`src/rtl/asram_pkg.sv`:
```
package asram_pkg;

    localparam int TA_W = 4;   // setup, hold and turnaround field width
    localparam int TD_W = 8;   // data phase field width

    typedef enum logic [2:0] {
        PH_IDLE  = 3'd0,
        PH_ASET  = 3'd1,
        PH_DSET  = 3'd2,
        PH_AHOLD = 3'd3,
        PH_TURN  = 3'd4,
        PH_DONE  = 3'd5
    } phase_e;

    typedef struct packed {
        logic [TA_W-1:0] setup;
        logic [TA_W-1:0] hold;
        logic [TD_W-1:0] dlen;
        logic [TA_W-1:0] turn;
    } tset_t;

endpackage

```
`src/rtl/asram_tsel.sv`:
```
module asram_tsel
    import asram_pkg::*;
(
    input  tset_t rd_set,
    input  tset_t wr_set,
    input  logic  is_write,
    input  logic  ext_en,
    output tset_t chosen
);

    always_comb begin
        chosen = (is_write && ext_en) ? wr_set : rd_set;
    end

endmodule

```
`src/rtl/asram_mask.sv`:
```
module asram_mask #(
    parameter int W = 16
) (
    input  logic [W-1:0] x,
    input  logic         wide,
    output logic [W-1:0] y
);

    localparam int HALF = W / 2;

    for (genvar i = 0; i < W; i++) begin : g_lane
        if (i < HALF) begin : g_low
            assign y[i] = x[i];
        end else begin : g_high
            assign y[i] = x[i] & wide;
        end
    end

endmodule

```
`src/rtl/asram_ctrl.sv`:
```
module asram_ctrl
    import asram_pkg::*;
#(
    parameter int ADDR_W = 20,
    parameter int DQ_W   = 16
) (
    input  logic              clk,
    input  logic              rst_n,
    input  logic              req,
    input  logic              req_we,
    input  logic [ADDR_W-1:0] req_addr,
    input  logic [DQ_W-1:0]   req_wdata,
    input  logic              cfg_bank_en,
    input  logic              cfg_wr_en,
    input  logic              cfg_mux_en,
    input  logic              cfg_wide,
    input  tset_t             sel_set,
    input  logic [DQ_W-1:0]   rd_in,
    output phase_e            phase,
    output logic [ADDR_W-1:0] addr_q,
    output logic [DQ_W-1:0]   wdata_q,
    output logic              we_q,
    output logic              mux_q,
    output logic              wide_q,
    output logic [DQ_W-1:0]   rdata,
    output logic              ready
);

    typedef struct packed {
        phase_e            ph;
        logic [TD_W-1:0]   cnt;
        tset_t             tim;
        logic [ADDR_W-1:0] addr;
        logic [DQ_W-1:0]   wdata;
        logic              we;
        logic              mux;
        logic              wide;
        logic [DQ_W-1:0]   rdata;
    } st_t;

    st_t s_d, s_q;

    function automatic logic [TD_W-1:0] len_of(phase_e p, tset_t t);
        case (p)
            PH_ASET:  len_of = TD_W'(t.setup);
            PH_DSET:  len_of = (t.dlen == '0) ? TD_W'(1) : t.dlen;
            PH_AHOLD: len_of = TD_W'(t.hold);
            PH_TURN:  len_of = TD_W'(t.turn);
            default:  len_of = TD_W'(1);
        endcase
    endfunction

    // successor phase, skipping phases of zero length
    function automatic phase_e succ(phase_e p, tset_t t, logic mux);
        logic turn_on;
        turn_on = mux && (t.turn != '0);
        case (p)
            PH_IDLE:  succ = (t.setup != '0) ? PH_ASET : PH_DSET;
            PH_ASET:  succ = PH_DSET;
            PH_DSET:  succ = (t.hold != '0) ? PH_AHOLD : (turn_on ? PH_TURN : PH_DONE);
            PH_AHOLD: succ = turn_on ? PH_TURN : PH_DONE;
            PH_TURN:  succ = PH_DONE;
            default:  succ = PH_IDLE;
        endcase
    endfunction

    always_comb begin
        phase_e nx;
        s_d = s_q;
        nx  = PH_IDLE;
        case (s_q.ph)
            PH_IDLE: begin
                if (req) begin
                    s_d.tim   = sel_set;
                    s_d.addr  = req_addr;
                    s_d.wdata = req_wdata;
                    s_d.we    = req_we;
                    s_d.mux   = cfg_mux_en;
                    s_d.wide  = cfg_wide;
                    if (!cfg_bank_en || (req_we && !cfg_wr_en)) begin
                        s_d.ph  = PH_DONE;
                        s_d.cnt = '0;
                    end else begin
                        nx      = succ(PH_IDLE, sel_set, cfg_mux_en);
                        s_d.ph  = nx;
                        s_d.cnt = len_of(nx, sel_set) - TD_W'(1);
                    end
                end
            end
            PH_DONE: begin
                s_d.ph = PH_IDLE;
            end
            default: begin
                if (s_q.cnt == '0) begin
                    if (s_q.ph == PH_DSET && !s_q.we) begin
                        s_d.rdata = rd_in;
                    end
                    nx      = succ(s_q.ph, s_q.tim, s_q.mux);
                    s_d.ph  = nx;
                    s_d.cnt = len_of(nx, s_q.tim) - TD_W'(1);
                end else begin
                    s_d.cnt = s_q.cnt - TD_W'(1);
                end
            end
        endcase
    end

    always_ff @(posedge clk or negedge rst_n) begin
        if (!rst_n) begin
            s_q <= '0;
        end else begin
            s_q <= s_d;
        end
    end

    assign phase   = s_q.ph;
    assign addr_q  = s_q.addr;
    assign wdata_q = s_q.wdata;
    assign we_q    = s_q.we;
    assign mux_q   = s_q.mux;
    assign wide_q  = s_q.wide;
    assign rdata   = s_q.rdata;
    assign ready   = (s_q.ph == PH_DONE);

    AST_READY_PULSE: assert property (@(posedge clk) disable iff (!rst_n)
        ready |=> !ready);
    AST_BLOCKED_WRITE: assert property (@(posedge clk) disable iff (!rst_n)
        (s_q.ph == PH_IDLE && req && req_we && !cfg_wr_en) |=> ready);
    AST_BANK_OFF: assert property (@(posedge clk) disable iff (!rst_n)
        (s_q.ph == PH_IDLE && req && !cfg_bank_en) |=> ready);
    AST_BUSY_ADDR_KEPT: assert property (@(posedge clk) disable iff (!rst_n)
        (s_q.ph != PH_IDLE) |=> $stable(addr_q));

endmodule

```
`src/rtl/asram_pins.sv`:
```
module asram_pins
    import asram_pkg::*;
#(
    parameter int ADDR_W = 20,
    parameter int DQ_W   = 16
) (
    input  phase_e            phase,
    input  logic [ADDR_W-1:0] addr_q,
    input  logic [DQ_W-1:0]   wdata_q,
    input  logic              we_q,
    input  logic              mux_q,
    input  logic              wide_q,
    output logic              cs_n,
    output logic              oe_n,
    output logic              we_n,
    output logic [ADDR_W-1:0] addr,
    output logic [DQ_W-1:0]   dq_o,
    output logic              dq_oe
);

    logic            drive_addr;
    logic            drive_data;
    logic [DQ_W-1:0] raw;

    always_comb begin
        drive_addr = (phase == PH_ASET) && mux_q;
        drive_data = (phase == PH_DSET) && we_q;
        cs_n       = !((phase == PH_ASET) || (phase == PH_DSET));
        oe_n       = !((phase == PH_DSET) && !we_q);
        we_n       = !drive_data;
        dq_oe      = drive_addr || drive_data;
        addr       = addr_q;
        if (drive_data) begin
            raw = wdata_q;
        end else if (drive_addr) begin
            raw = addr_q[DQ_W-1:0];
        end else begin
            raw = '0;
        end
    end

    asram_mask #(.W(DQ_W)) u_out_mask (
        .x    (raw),
        .wide (wide_q),
        .y    (dq_o)
    );

endmodule

```
`src/rtl/asram_seq.sv`:
```
module asram_seq
    import asram_pkg::*;
#(
    parameter int ADDR_W = 20,
    parameter int DQ_W   = 16
) (
    input  logic              clk,
    input  logic              rst_n,
    input  logic              req,
    input  logic              req_we,
    input  logic [ADDR_W-1:0] req_addr,
    input  logic [DQ_W-1:0]   req_wdata,
    output logic              ready,
    output logic [DQ_W-1:0]   rdata,
    input  logic              cfg_bank_en,
    input  logic              cfg_wr_en,
    input  logic              cfg_ext_en,
    input  logic              cfg_mux_en,
    input  logic              cfg_wide,
    input  logic [TA_W-1:0]   tr_setup,
    input  logic [TA_W-1:0]   tr_hold,
    input  logic [TD_W-1:0]   tr_dlen,
    input  logic [TA_W-1:0]   tr_turn,
    input  logic [TA_W-1:0]   tw_setup,
    input  logic [TA_W-1:0]   tw_hold,
    input  logic [TD_W-1:0]   tw_dlen,
    input  logic [TA_W-1:0]   tw_turn,
    output logic              mem_cs_n,
    output logic              mem_oe_n,
    output logic              mem_we_n,
    output logic [ADDR_W-1:0] mem_addr,
    output logic [DQ_W-1:0]   mem_dq_o,
    output logic              mem_dq_oe,
    input  logic [DQ_W-1:0]   mem_dq_i
);

    tset_t             rd_set, wr_set, sel_set;
    phase_e            phase;
    logic [ADDR_W-1:0] addr_q;
    logic [DQ_W-1:0]   wdata_q;
    logic [DQ_W-1:0]   rd_in;
    logic              we_q, mux_q, wide_q;

    assign rd_set = '{setup: tr_setup, hold: tr_hold, dlen: tr_dlen, turn: tr_turn};
    assign wr_set = '{setup: tw_setup, hold: tw_hold, dlen: tw_dlen, turn: tw_turn};

    asram_tsel u_tsel (
        .rd_set   (rd_set),
        .wr_set   (wr_set),
        .is_write (req_we),
        .ext_en   (cfg_ext_en),
        .chosen   (sel_set)
    );

    asram_mask #(.W(DQ_W)) u_in_mask (
        .x    (mem_dq_i),
        .wide (wide_q),
        .y    (rd_in)
    );

    asram_ctrl #(.ADDR_W(ADDR_W), .DQ_W(DQ_W)) u_ctrl (
        .clk         (clk),
        .rst_n       (rst_n),
        .req         (req),
        .req_we      (req_we),
        .req_addr    (req_addr),
        .req_wdata   (req_wdata),
        .cfg_bank_en (cfg_bank_en),
        .cfg_wr_en   (cfg_wr_en),
        .cfg_mux_en  (cfg_mux_en),
        .cfg_wide    (cfg_wide),
        .sel_set     (sel_set),
        .rd_in       (rd_in),
        .phase       (phase),
        .addr_q      (addr_q),
        .wdata_q     (wdata_q),
        .we_q        (we_q),
        .mux_q       (mux_q),
        .wide_q      (wide_q),
        .rdata       (rdata),
        .ready       (ready)
    );

    asram_pins #(.ADDR_W(ADDR_W), .DQ_W(DQ_W)) u_pins (
        .phase   (phase),
        .addr_q  (addr_q),
        .wdata_q (wdata_q),
        .we_q    (we_q),
        .mux_q   (mux_q),
        .wide_q  (wide_q),
        .cs_n    (mem_cs_n),
        .oe_n    (mem_oe_n),
        .we_n    (mem_we_n),
        .addr    (mem_addr),
        .dq_o    (mem_dq_o),
        .dq_oe   (mem_dq_oe)
    );

    AST_STROBE_IN_CS: assert property (@(posedge clk) disable iff (!rst_n)
        (!mem_oe_n || !mem_we_n) |-> !mem_cs_n);
    AST_ONE_STROBE: assert property (@(posedge clk) disable iff (!rst_n)
        !(!mem_oe_n && !mem_we_n));
    AST_NO_DRIVE_ON_READ: assert property (@(posedge clk) disable iff (!rst_n)
        !mem_oe_n |-> !mem_dq_oe);
    AST_ADDR_STABLE_CS: assert property (@(posedge clk) disable iff (!rst_n)
        (!mem_cs_n && $past(!mem_cs_n)) |-> $stable(mem_addr));

endmodule

```
`config.mk`:
```
export PLATFORM = sky130hd
export DESIGN_NAME = asram_seq
export DESIGN_NICKNAME = d
export VERILOG_FILES = /design/src/rtl/asram_pkg.sv /design/src/rtl/asram_tsel.sv /design/src/rtl/asram_mask.sv /design/src/rtl/asram_ctrl.sv /design/src/rtl/asram_pins.sv /design/src/rtl/asram_seq.sv
export SDC_FILE = /design/constraint.sdc
export NUM_CORES = 1
export LEC_CHECK = 0
export CAP_MARGIN = 20
export CORE_MARGIN = 4
export CORE_UTILIZATION = 66
export CTS_BUF_LIST = sky130_fd_sc_hd__clkbuf_2
export DETAILED_ROUTE_END_ITERATION = 7
export DONT_BUFFER_PORTS = 1
export PLACE_DENSITY_LB_ADDON = 0.15
export SLEW_MARGIN = 30
export SYNTH_ARGS = -nofsm -noshare
export SYNTH_HDL_FRONTEND = slang
export SYNTH_SLANG_ARGS = --single-unit
```
`constraint.sdc`:
```
create_clock -name clk -period 3.4 [get_ports clk]
set_input_delay 0.68 -clock clk [delete_from_list [all_inputs] [get_ports clk]]
set_output_delay 0.68 -clock clk [all_outputs]
set_load 0.02 [all_outputs]
```
== Word-level counts from Yosys, hierarchy flattened ==
Cells that the tools add are included.
Widths: inputs -> output; s select.

* Bits in registers: 86

* Add/sub/neg operators: 3
* Equality and inequality tests: 14
* Multiplexer cells: 27
* Bitwise operators: 18
* Reductions and logical operators: 28

{| class="wikitable"
|+ Operator list
! cell !! count
|-
| $mux 70 || 1
|-
| $mux 8 || 8
|-
| $pmux 8 s4 || 2
|-
| $mux 16 || 2
|-
| $logic_not 8->1 || 3
|-
| $sub 8x1->8 const B || 3
|-
| $mux 3 || 7
|-
| $mux 20 || 1
|-
| $eq 3x2->1 const B || 6
|-
| $and 1x1->1 || 16
|-
| $pmux 8 s2 || 1
|-
| $eq 3x3->1 const B || 4
|-
| $pmux 3 s4 || 1
|-
| $reduce_bool 4->1 || 3
|-
| $mux 11 || 1
|-
| $eq 3x1->1 const B || 3
|-
| $logic_and 1x1->1 || 6
|-
| $logic_not 1->1 || 6
|-
| $pmux 3 s2 || 1
|-
| $reduce_and 2->1 || 3
|-
| $logic_not 3->1 || 1
|-
| $logic_or 1x1->1 || 3
|-
| $reduce_and 3->1 || 1
|-
| $reduce_bool 3->1 || 1
|-
| other kinds (5) || 6
|}

== Depth between registers and ports, before layout ==
Gate-level depths: netlist of the first run.

* Word-level depth: 16
* Depth in mapped cells: 12

== Cells and area by module ==
A second synthesis of the first run with hierarchy kept.

* Cells, all modules: 482
* Area total of the unflattened synthesis: 5330.1 um^2

{| class="wikitable"
|+ Modules (own cells, without submodules)
! module !! instances !! cells an instance !! area an instance (um^2) !! sequential area each (um^2)
|-
| asram_ctrl || 1 || 380 || 4388.0 || 2052.0
|-
| asram_pins || 1 || 47 || 392.9 || 0.0
|-
| asram_tsel || 1 || 23 || 329.1 || 0.0
|-
| asram_mask || 2 || 16 || 110.1 || 0.0
|}

== Least setup slack after synthesis of the first run ==
Ideal clock, no wire load.

* Path kind: input to register
* From: input cfg_ext_en
* To: register u_ctrl.s_q[81] (netlist bit)
* Library setup time: 0.130 ns
* Arrival: 2.821 ns
* Required time: 3.270 ns
* Setup slack: 0.448 ns
* Stages on the path: 12
* Buffers on the path: 4
* Cells stage by stage: clkbuf_1 nand2_2 buf_2 buf_2 buf_2 a21o_1 ha_1 o31ai_1 nor3_1 a211oi_1 a211oi_1 o211ai_2

* Cells in the longest elaborated chain, start to end: 16

{| class="wikitable"
|+ Ends and longest elaborated chain
! what !! RTL line !! text
|-
| start, declared || asram_seq.sv:17 || <nowiki>input logic cfg_ext_en,</nowiki>
|-
| $logic_and 1x1->1 (*) || asram_tsel.sv:12 || <nowiki>chosen = (is_write && ext_en) ? wr_set : rd_set;</nowiki>
|-
| $mux 20 (*) || asram_tsel.sv:12 ||
|-
| $reduce_bool 4->1 || asram_ctrl.sv:58 || <nowiki>PH_IDLE: succ = (t.setup != '0) ? PH_ASET : PH_DSET;</nowiki>
|-
| $mux 2 || asram_ctrl.sv:58 ||
|-
| $mux 3 || asram_ctrl.sv:80 || <nowiki>if (!cfg_bank_en || (req_we && !cfg_wr_en)) begin</nowiki>
|-
| $mux 3 || asram_ctrl.sv:73 || <nowiki>if (req) begin</nowiki>
|-
| $mux 3 || asram_ctrl.sv:71 || <nowiki>case (s_q.ph)</nowiki>
|-
| $eq 3x3->1 (tied with other cells) || asram_ctrl.sv:44 || <nowiki>case (p)</nowiki>
|-
| $pmux 8 s4 (*) || asram_ctrl.sv:44 ||
|-
| $mux 8 (*) || asram_ctrl.sv:80 ||
|-
| $mux 8 (*) || asram_ctrl.sv:73 ||
|-
| $mux 8 (*) || asram_ctrl.sv:71 ||
|-
| $sub 8x1->8 (*) || asram_ctrl.sv:86 || <nowiki>s_d.cnt = len_of(nx, sel_set) - TD_W'(1);</nowiki>
|-
| $mux 11 (*) || asram_ctrl.sv:80 ||
|-
| $mux 70 (*) || asram_ctrl.sv:73 ||
|-
| $pmux 8 s2 (*) || asram_ctrl.sv:71 ||
|-
| end signal, assigned || asram_ctrl.sv:110 || <nowiki>s_q <= '0;</nowiki>
|-
| end signal, assigned || asram_ctrl.sv:112 || <nowiki>s_q <= s_d;</nowiki>
|-
| end, declared || asram_ctrl.sv:41 || <nowiki>st_t s_d, s_q;</nowiki>
|}

Mark *: on every way between the ends. The rest lies on a longest branch, timed or not. The select of a mux whose other input is x is not followed.
A chain may end at the register's enable or synchronous reset.

== Worst setup path after layout of the first run ==
* From: register u_ctrl.s_q (netlist bit u_ctrl.phase[0])
* To: output mem_dq_o[8]

* Cells in the longest elaborated chain, start to end: 5

{| class="wikitable"
|+ Ends and longest elaborated chain
! what !! RTL line !! text
|-
| $eq 3x1->1 || asram_pins.sv:26 || <nowiki>drive_addr = (phase == PH_ASET) && mux_q;</nowiki>
|-
| $logic_and 1x1->1 || asram_pins.sv:26 ||
|-
| $mux 16 || asram_pins.sv:35 || <nowiki>end else if (drive_addr) begin</nowiki>
|-
| $mux 16 (*) || asram_pins.sv:33 || <nowiki>if (drive_data) begin</nowiki>
|-
| $and 1x1->1 (*) || asram_mask.sv:15 || <nowiki>assign y[i] = x[i] & wide;</nowiki>
|-
| end, declared || asram_seq.sv:32 || <nowiki>output logic [DQ_W-1:0] mem_dq_o,</nowiki>
|}

Mark *: on every way between the ends. The rest lies on a longest branch, timed or not.

==> results of run 1 <==
==> power groups by stage <==
stage / Sequential [mW] / Combinational (mW) / Clock (mW)
after detailed placement: 2.13 / 1.45 / 0
final: 2.11 / 1.48 / 0.477
after CTS: 2.10 / 1.48 / 0.489
after floorplan: 1.68 / 1.79 / 0
after global placement: 2.11 / 1.39 / 0
after global routing: 2.18 / 1.69 / 0.535
==> flip-flops by register name, indices dropped and copies added (netlist names) <==
signal and count:
u_ctrl.addr_q 20, u_ctrl.mux_q 1, u_ctrl.wdata_q 16, u_ctrl.s_q 24
u_ctrl.rdata 16, u_ctrl.we_q 1, u_ctrl.phase 3, u_ctrl.wide_q 1
==> layer usage <==
| metal | vias up | GRT usage | wire (um) |
|---|---|---|---|
| met5 | - | 0 | 0 |
| met2 | 191 | 0.4044 | 5431 |
| li1 | 1840 | - | - |
| met3 | 19 | 0.07321 | 1153 |
| met4 | 0 | 0.07448 | 196 |
| met1 | 1860 | 0.3792 | 4768 |
==> per-stage QoR <==
stage	std cells	util	total power, mW	worst slack [ps]	hold WS [ps]
after detailed placement	605	0.6609	3.580	460.6	386.3
after global placement	605	0.6609	3.497	573.6	386.5
after floorplan	567	-	3.471	448.3	384.4
after global routing	623	0.6818	4.403	43.73	105.7
after CTS	623	0.6814	4.073	140.0	163.8
final	623	0.6818	4.074	259.2	189.2
==> what timing repair did <==
item | CTS | global route
setup endpoints to repair | 8 | 15
gates resized for setup | 1 | 2
hold buffers | 2 | 0
hold endpoints to repair | 82 | 0
==> layout by cell type, fill, tap and decap left out, types with 12 or more instances in the layout <==
cell and count:
a21oi_1 27, nor2b_1 13, dfrtp_1 80, nand3_1 13, nand2_1 166, mux2i_1 22, a22oi_1 12, nor2_1 37
==> logic make-up (layout without fill, tap and decap cells) <==
kind of cell,Yosys count,in the layout,synth area share
flops,82,82,0.4271
fa+ha+maj,2,2,0.005208
mux,25,25,0.05286
buf+inv,72,32,0.08802
simple gates,272,272,0.2565
compound gates,108,108,0.1594
xor+xnor,6,6,0.01094
==> area by class of cell <==
cell class              count  share of cell area
clock inverters             7             0.01242
multi-input cells         413              0.4926
inverters                   5            0.003964
well taps                  96             0.02537
repair buffers             11             0.02220
flip-flops and latches     82              0.4339
clock buffers               9            0.009514
==> path summary, 6_finish.rpt <==
check	start	endpoint	slack, ps	depth (start not counted)
setup reg to reg	u_ctrl.phase[2]	u_ctrl.s_q[79]	620	10
hold / removal	req_addr[1]	u_ctrl.addr_q[1]	190	2
min in group asynchronous	rst_n	u_ctrl.addr_q[13]	710	2
hold reg to reg	u_ctrl.wdata_q[3]	u_ctrl.wdata_q[3]	520	2
max in group asynchronous	rst_n	u_ctrl.s_q[79]	2370	2
setup / recovery	u_ctrl.phase[0]	mem_dq_o[8]	260	4
==> worst max-delay path, cell delays in order (launching register included) <==
cell and delay [ps]:
dfrtp_2 560, nor2b_1 390, and3_2 480, a22oi_1 120, nor2b_1 380
==> out/qor.yml, run 1 <==
critPathRequiredTime_ps: 2720
portBuffers: 0
yosys.cell_count.top_type: "nand2_1"
grt_pass1_vias: 3719
cts_buffers: 9
dieArea_um2: 8709
core_area_um2: 6944
peakVddDrop_mv: 0.5161
pwr-share-clk: 0.117
async_flop_share: 1.000
critPathKind: "reg2out"
slew_headroom: 0.4770
cts_max_level: 3
post-synth-top-area-cell: "dfrtp_1"
leakage_nw: 2.196
drt_wl_total_um: 11550
critPathMaxFanout: 17
p_sw_frac: 0.4739
syn_to_final_growth_pct: -1.458
gr-total-overflow: 0
drt_iter0_drc: 350
max-clock-path-buffers: 2
first_pass_iters: 6
rsz0062_at_grt: "false"
antenna_found_initial: 0
slew_violations: 0
pwr-share-comb: 0.364
start_util: 0.6919
cts.clk_slew.worst_paths_ps: 260
postCtsSetupRepairBufs: 0
max_slew.worst_pin.slew_ps: 776.2
hpwlAfterDp_um: 8481
io_pins: 158
synth_cells: 567
synth.area.top_cells: "dfrtp_1 (43%), nand2_1 (13%), buf_4 (5.6%)"
avgSynthCellArea_um2: 8.474
diodes: 0
cp-end-kind: "primary output"
p_int_mw: 2.144
cts.sinks: 82
synth_warnings: 0
start_kind: "register"
viasPerCell: 6.276
vias: 3910
min_path_type: "in2reg"
placed_cell_area_um2: 4589
routedWlPerCell_um: 18.54
syn_area_um2: 4805
nNetsFinal: 625
skew_ps: 37.00
fmax_ghz: 0.3184
synth_seq_area_share: 0.4271
multi_input_area_um2: 2332
ant_nets: 0
final-seq-area_um2: 2054
p_per_area_nw_per_um2: 860.5
synth_fp_nets: 670
final.fill_count: 588
synth_top_cell_area_share: 0.4271
synth_edf_count: 0
synthFlopType: "dfrtp_1"
ys_types: 68
drc_errors: 0
netlist_top_cells_count: "nand2_1 (166), dfrtp_1 (82), nor2_1 (37), buf_4 (36), a21oi_1 (27)"
power.switching_mw: 1.931
drv_cap: 0
routabilityCongestion: 0.9430
cts_tree: "yes"
die_y_um: 93.32
grt_pass1_wl_um: 18450
clock_latency_ps: 550
tns_ps: 0
finalSetupViolCount: 0
seq_power_share: 0.519
synth-seq-cells: 82
status: "finished, final reports clean"
grt_usage: 0.2676
cp_data_arrival_time_ps: 2460
die_w_um: 93.32
drive_gt1_frac: 0.08729
root_buffer: "clkbuf_2"
period_share: 0.9238
rows: 30
grt_start_max_net_pins: 83
hold_viol: 0
postLayoutCellArea_um2: 4735
finalCriticalPeriod_ps: 3141
Note: power is estimated with default switching activity, not from simulation.
==> run 2: changes to the inputs <==
- CORE_UTILIZATION: 66 -> 64
- CTS_BUF_LIST: sky130_fd_sc_hd__clkbuf_2 -> unset
==> run 2 against run 1 <==
  * Worst hold slack lost 170 ps
  * Core utilization shrank 2.2 points
  * Count of clock-buffer cells in the layout is the same
  * Via count grew 0.13%
  * Register-to-register slack is essentially flat
  * Cell count grew 0.16%
  * First-iteration DRC count shrank 7.1%
  * Critical endpoint is now mem_dq_o[14]
  * Combinational power is essentially flat
  * Fmax grew 4.3%
  * Largest power group unchanged
==> out/qor.yml, run 2 (synthesized netlist as in run 1, its figures left out) <==
drt_wl_total_um: 11870  # +2.8%
ant_nets: 0  # unchanged
leakage_nw: 2.217  # +0.94%
skew_ps: 12.24  # -24.76 ps
nNetsFinal: 623  # -0.32%
grt_usage: 0.2596  # -0.008009
slowest_delay_ps: 630  # +70 ps
min_path_type: "in2async"
viasPerCell: 6.274  # about the same
drt_iter0_drc: 325  # -7.1%
die_y_um: 94.65  # +1.4%
peakVddDrop_mv: 0.5030  # -2.5%
root_buffer: "clkbuf_8"
fmax_ghz: 0.3321  # +4.3%
rows: 31  # +3.3%
cp_top_family: "simple AND/OR/NAND/NOR gates"
finalCriticalPeriod_ps: 3011  # -129.4 ps
cts_buffers: 9  # unchanged
grt_pass1_vias: 3675  # -1.2%
regMostFlops: "u_ctrl.s_q"
status: "finished, final reports clean"
final_common_cell: "nand2_1"
postCtsSetupRepairBufs: 0  # unchanged
largest_reg_flops: 24  # unchanged
cp_data_arrival_time_ps: 2330  # -130 ps
start_kind: "register"
grt_start_max_net_pins: 62  # -25%
routabilityCongestion: 0.9213  # -2.3%
hold_viol: 0  # unchanged
final.fill_count: 636  # +8.2%
portBuffers: 0  # unchanged
critPathRequiredTime_ps: 2720  # about the same
drv_cap: 0  # unchanged
instances_no_fill: 624  # +0.16%
cts.clk_slew.worst_paths_ps: 90  # -170 ps
drive_gt1_frac: 0.07810  # -0.009191
path_buf_inv: 0  # unchanged
grt_pass1_wl_um: 18200  # -1.3%
cts.sinks: 82  # unchanged
period_share: 0.8857  # -0.03805
io_pins: 158  # unchanged
final_cell_mix: "nand2_1 (166), dfrtp_1 (82), nor2_1 (37), a21oi_1 (27), mux2i_1 (22)"
max-clock-path-buffers: 2  # unchanged
slew_headroom: 0.4091  # -0.06792
cts_tree: "yes"
cp_cell_sequence: "nor2b_1 > and3_2 > a22oi_1 > nor2b_1"
core_area_um2: 7292  # +5.0%
critPathMaxFanout: 17  # unchanged
max_slew.worst_pin.slew_ps: 877.0  # +100.8 ps
worst_path_most_repeated_cell: "nor2b_1"
critPathKind: "reg2out"
p_per_area_nw_per_um2: 900.1  # +4.6%
finalSetupViolCount: 0  # unchanged
vias: 3915  # +0.13%
first_pass_iters: 5  # -1
slew_violations: 0  # unchanged
gr-total-overflow: 0  # unchanged
clock_latency_ps: 360  # -190 ps
cp-end-kind: "primary output"
cts_max_level: 3  # unchanged
die_w_um: 94.65  # +1.4%
whs_ps: 18.74  # -170.4 ps
antenna_found_initial: 0  # unchanged
slowest_stage: "dfrtp_1"
start_util: 0.6589  # -0.03300
routedWlPerCell_um: 19.02  # +2.6%
hpwlAfterDp_um: 8485  # about the same
dp.cells: 605  # unchanged
tns_ps: 0  # unchanged
syn_to_final_growth_pct: 0.1041
drc_errors: 0  # unchanged
dieArea_um2: 8958  # +2.9%
rsz0062_at_grt: "false"
diodes: 0  # unchanged
-- run 2: cell types whose count changed in the layout (fill, tap and decap cells not counted), sizes merged --
| cell | before | now |
|---|---|---|
| buf | 10 | 6 |
| bufinv | 0 | 1 |
| dlygate4sd3 | 1 | 3 |
| clkinv | 2 | 1 |
-- run 2: worst paths after layout --
check / slack, ps / cells after the start / startpoint / end
min: 20 / 0 / rst_n / u_ctrl.rdata[14]
min reg2reg: 480 / 2 / u_ctrl.wdata_q[14] / u_ctrl.wdata_q[14]
max: 390 / 4 / u_ctrl.phase[0] / mem_dq_o[14]
max in group asynchronous: 2030 / 1 / rst_n / u_ctrl.s_q[70]
min in group clk: 420 / 2 / req_addr[18] / u_ctrl.addr_q[18]
max reg2reg: 610 / 10 / u_ctrl.phase[0] / u_ctrl.s_q[79]
-- run 2: layer usage --
layer / up-vias / share of wire / GRT usage / wire length, um
met4: 0 / 0.018 / 0.08774 / 208
met5: - / 0 / 0 / 0
met3: 19 / 0.10 / 0.06853 / 1209
met2: 207 / 0.46 / 0.3917 / 5482
li1: 1835 / - / - / -
met1: 1854 / 0.42 / 0.3639 / 4965
-- run 2: power by group --
group / switching, mW / internal [mW]
registers: 0.691 / 1.42
clock network: 0.392 / 0.354
logic: 0.864 / 0.605
total: 1.95 / 2.38
-- run 2: area by class of cell --
type,instances,area [um^2],share of cell area
timing repair buffer,9,75.07,0.01561
tap,99,123.9,0.02575
clock buffer,9,123.9,0.02575
clock inverter,7,82.58,0.01717
multi-input combinational,413,2333,0.4852
inverter,5,18.77,0.003902
sequential,82,2052,0.4266
-- run 2: timing repair --
action                                  CTS  global route
hold endpoints to repair                 16            13
endpoints found under the setup margin    0             7
resized for setup                         0             2
hold buffers                              2             1
-- run 2: metrics by stage --
stage	util	worst slack [ps]	power [mW]	area, um^2
2_1_floorplan	-	448.3	3.471	4805
3_3_place_gp	0.6268	497.9	3.516	4571
3_5_place_dp	0.6268	481.6	3.575	4571
4_1_cts	0.6579	132.3	4.328	4797
5_1_grt	0.6596	202.4	4.644	4810
6_report	0.6596	388.6	4.329	4810
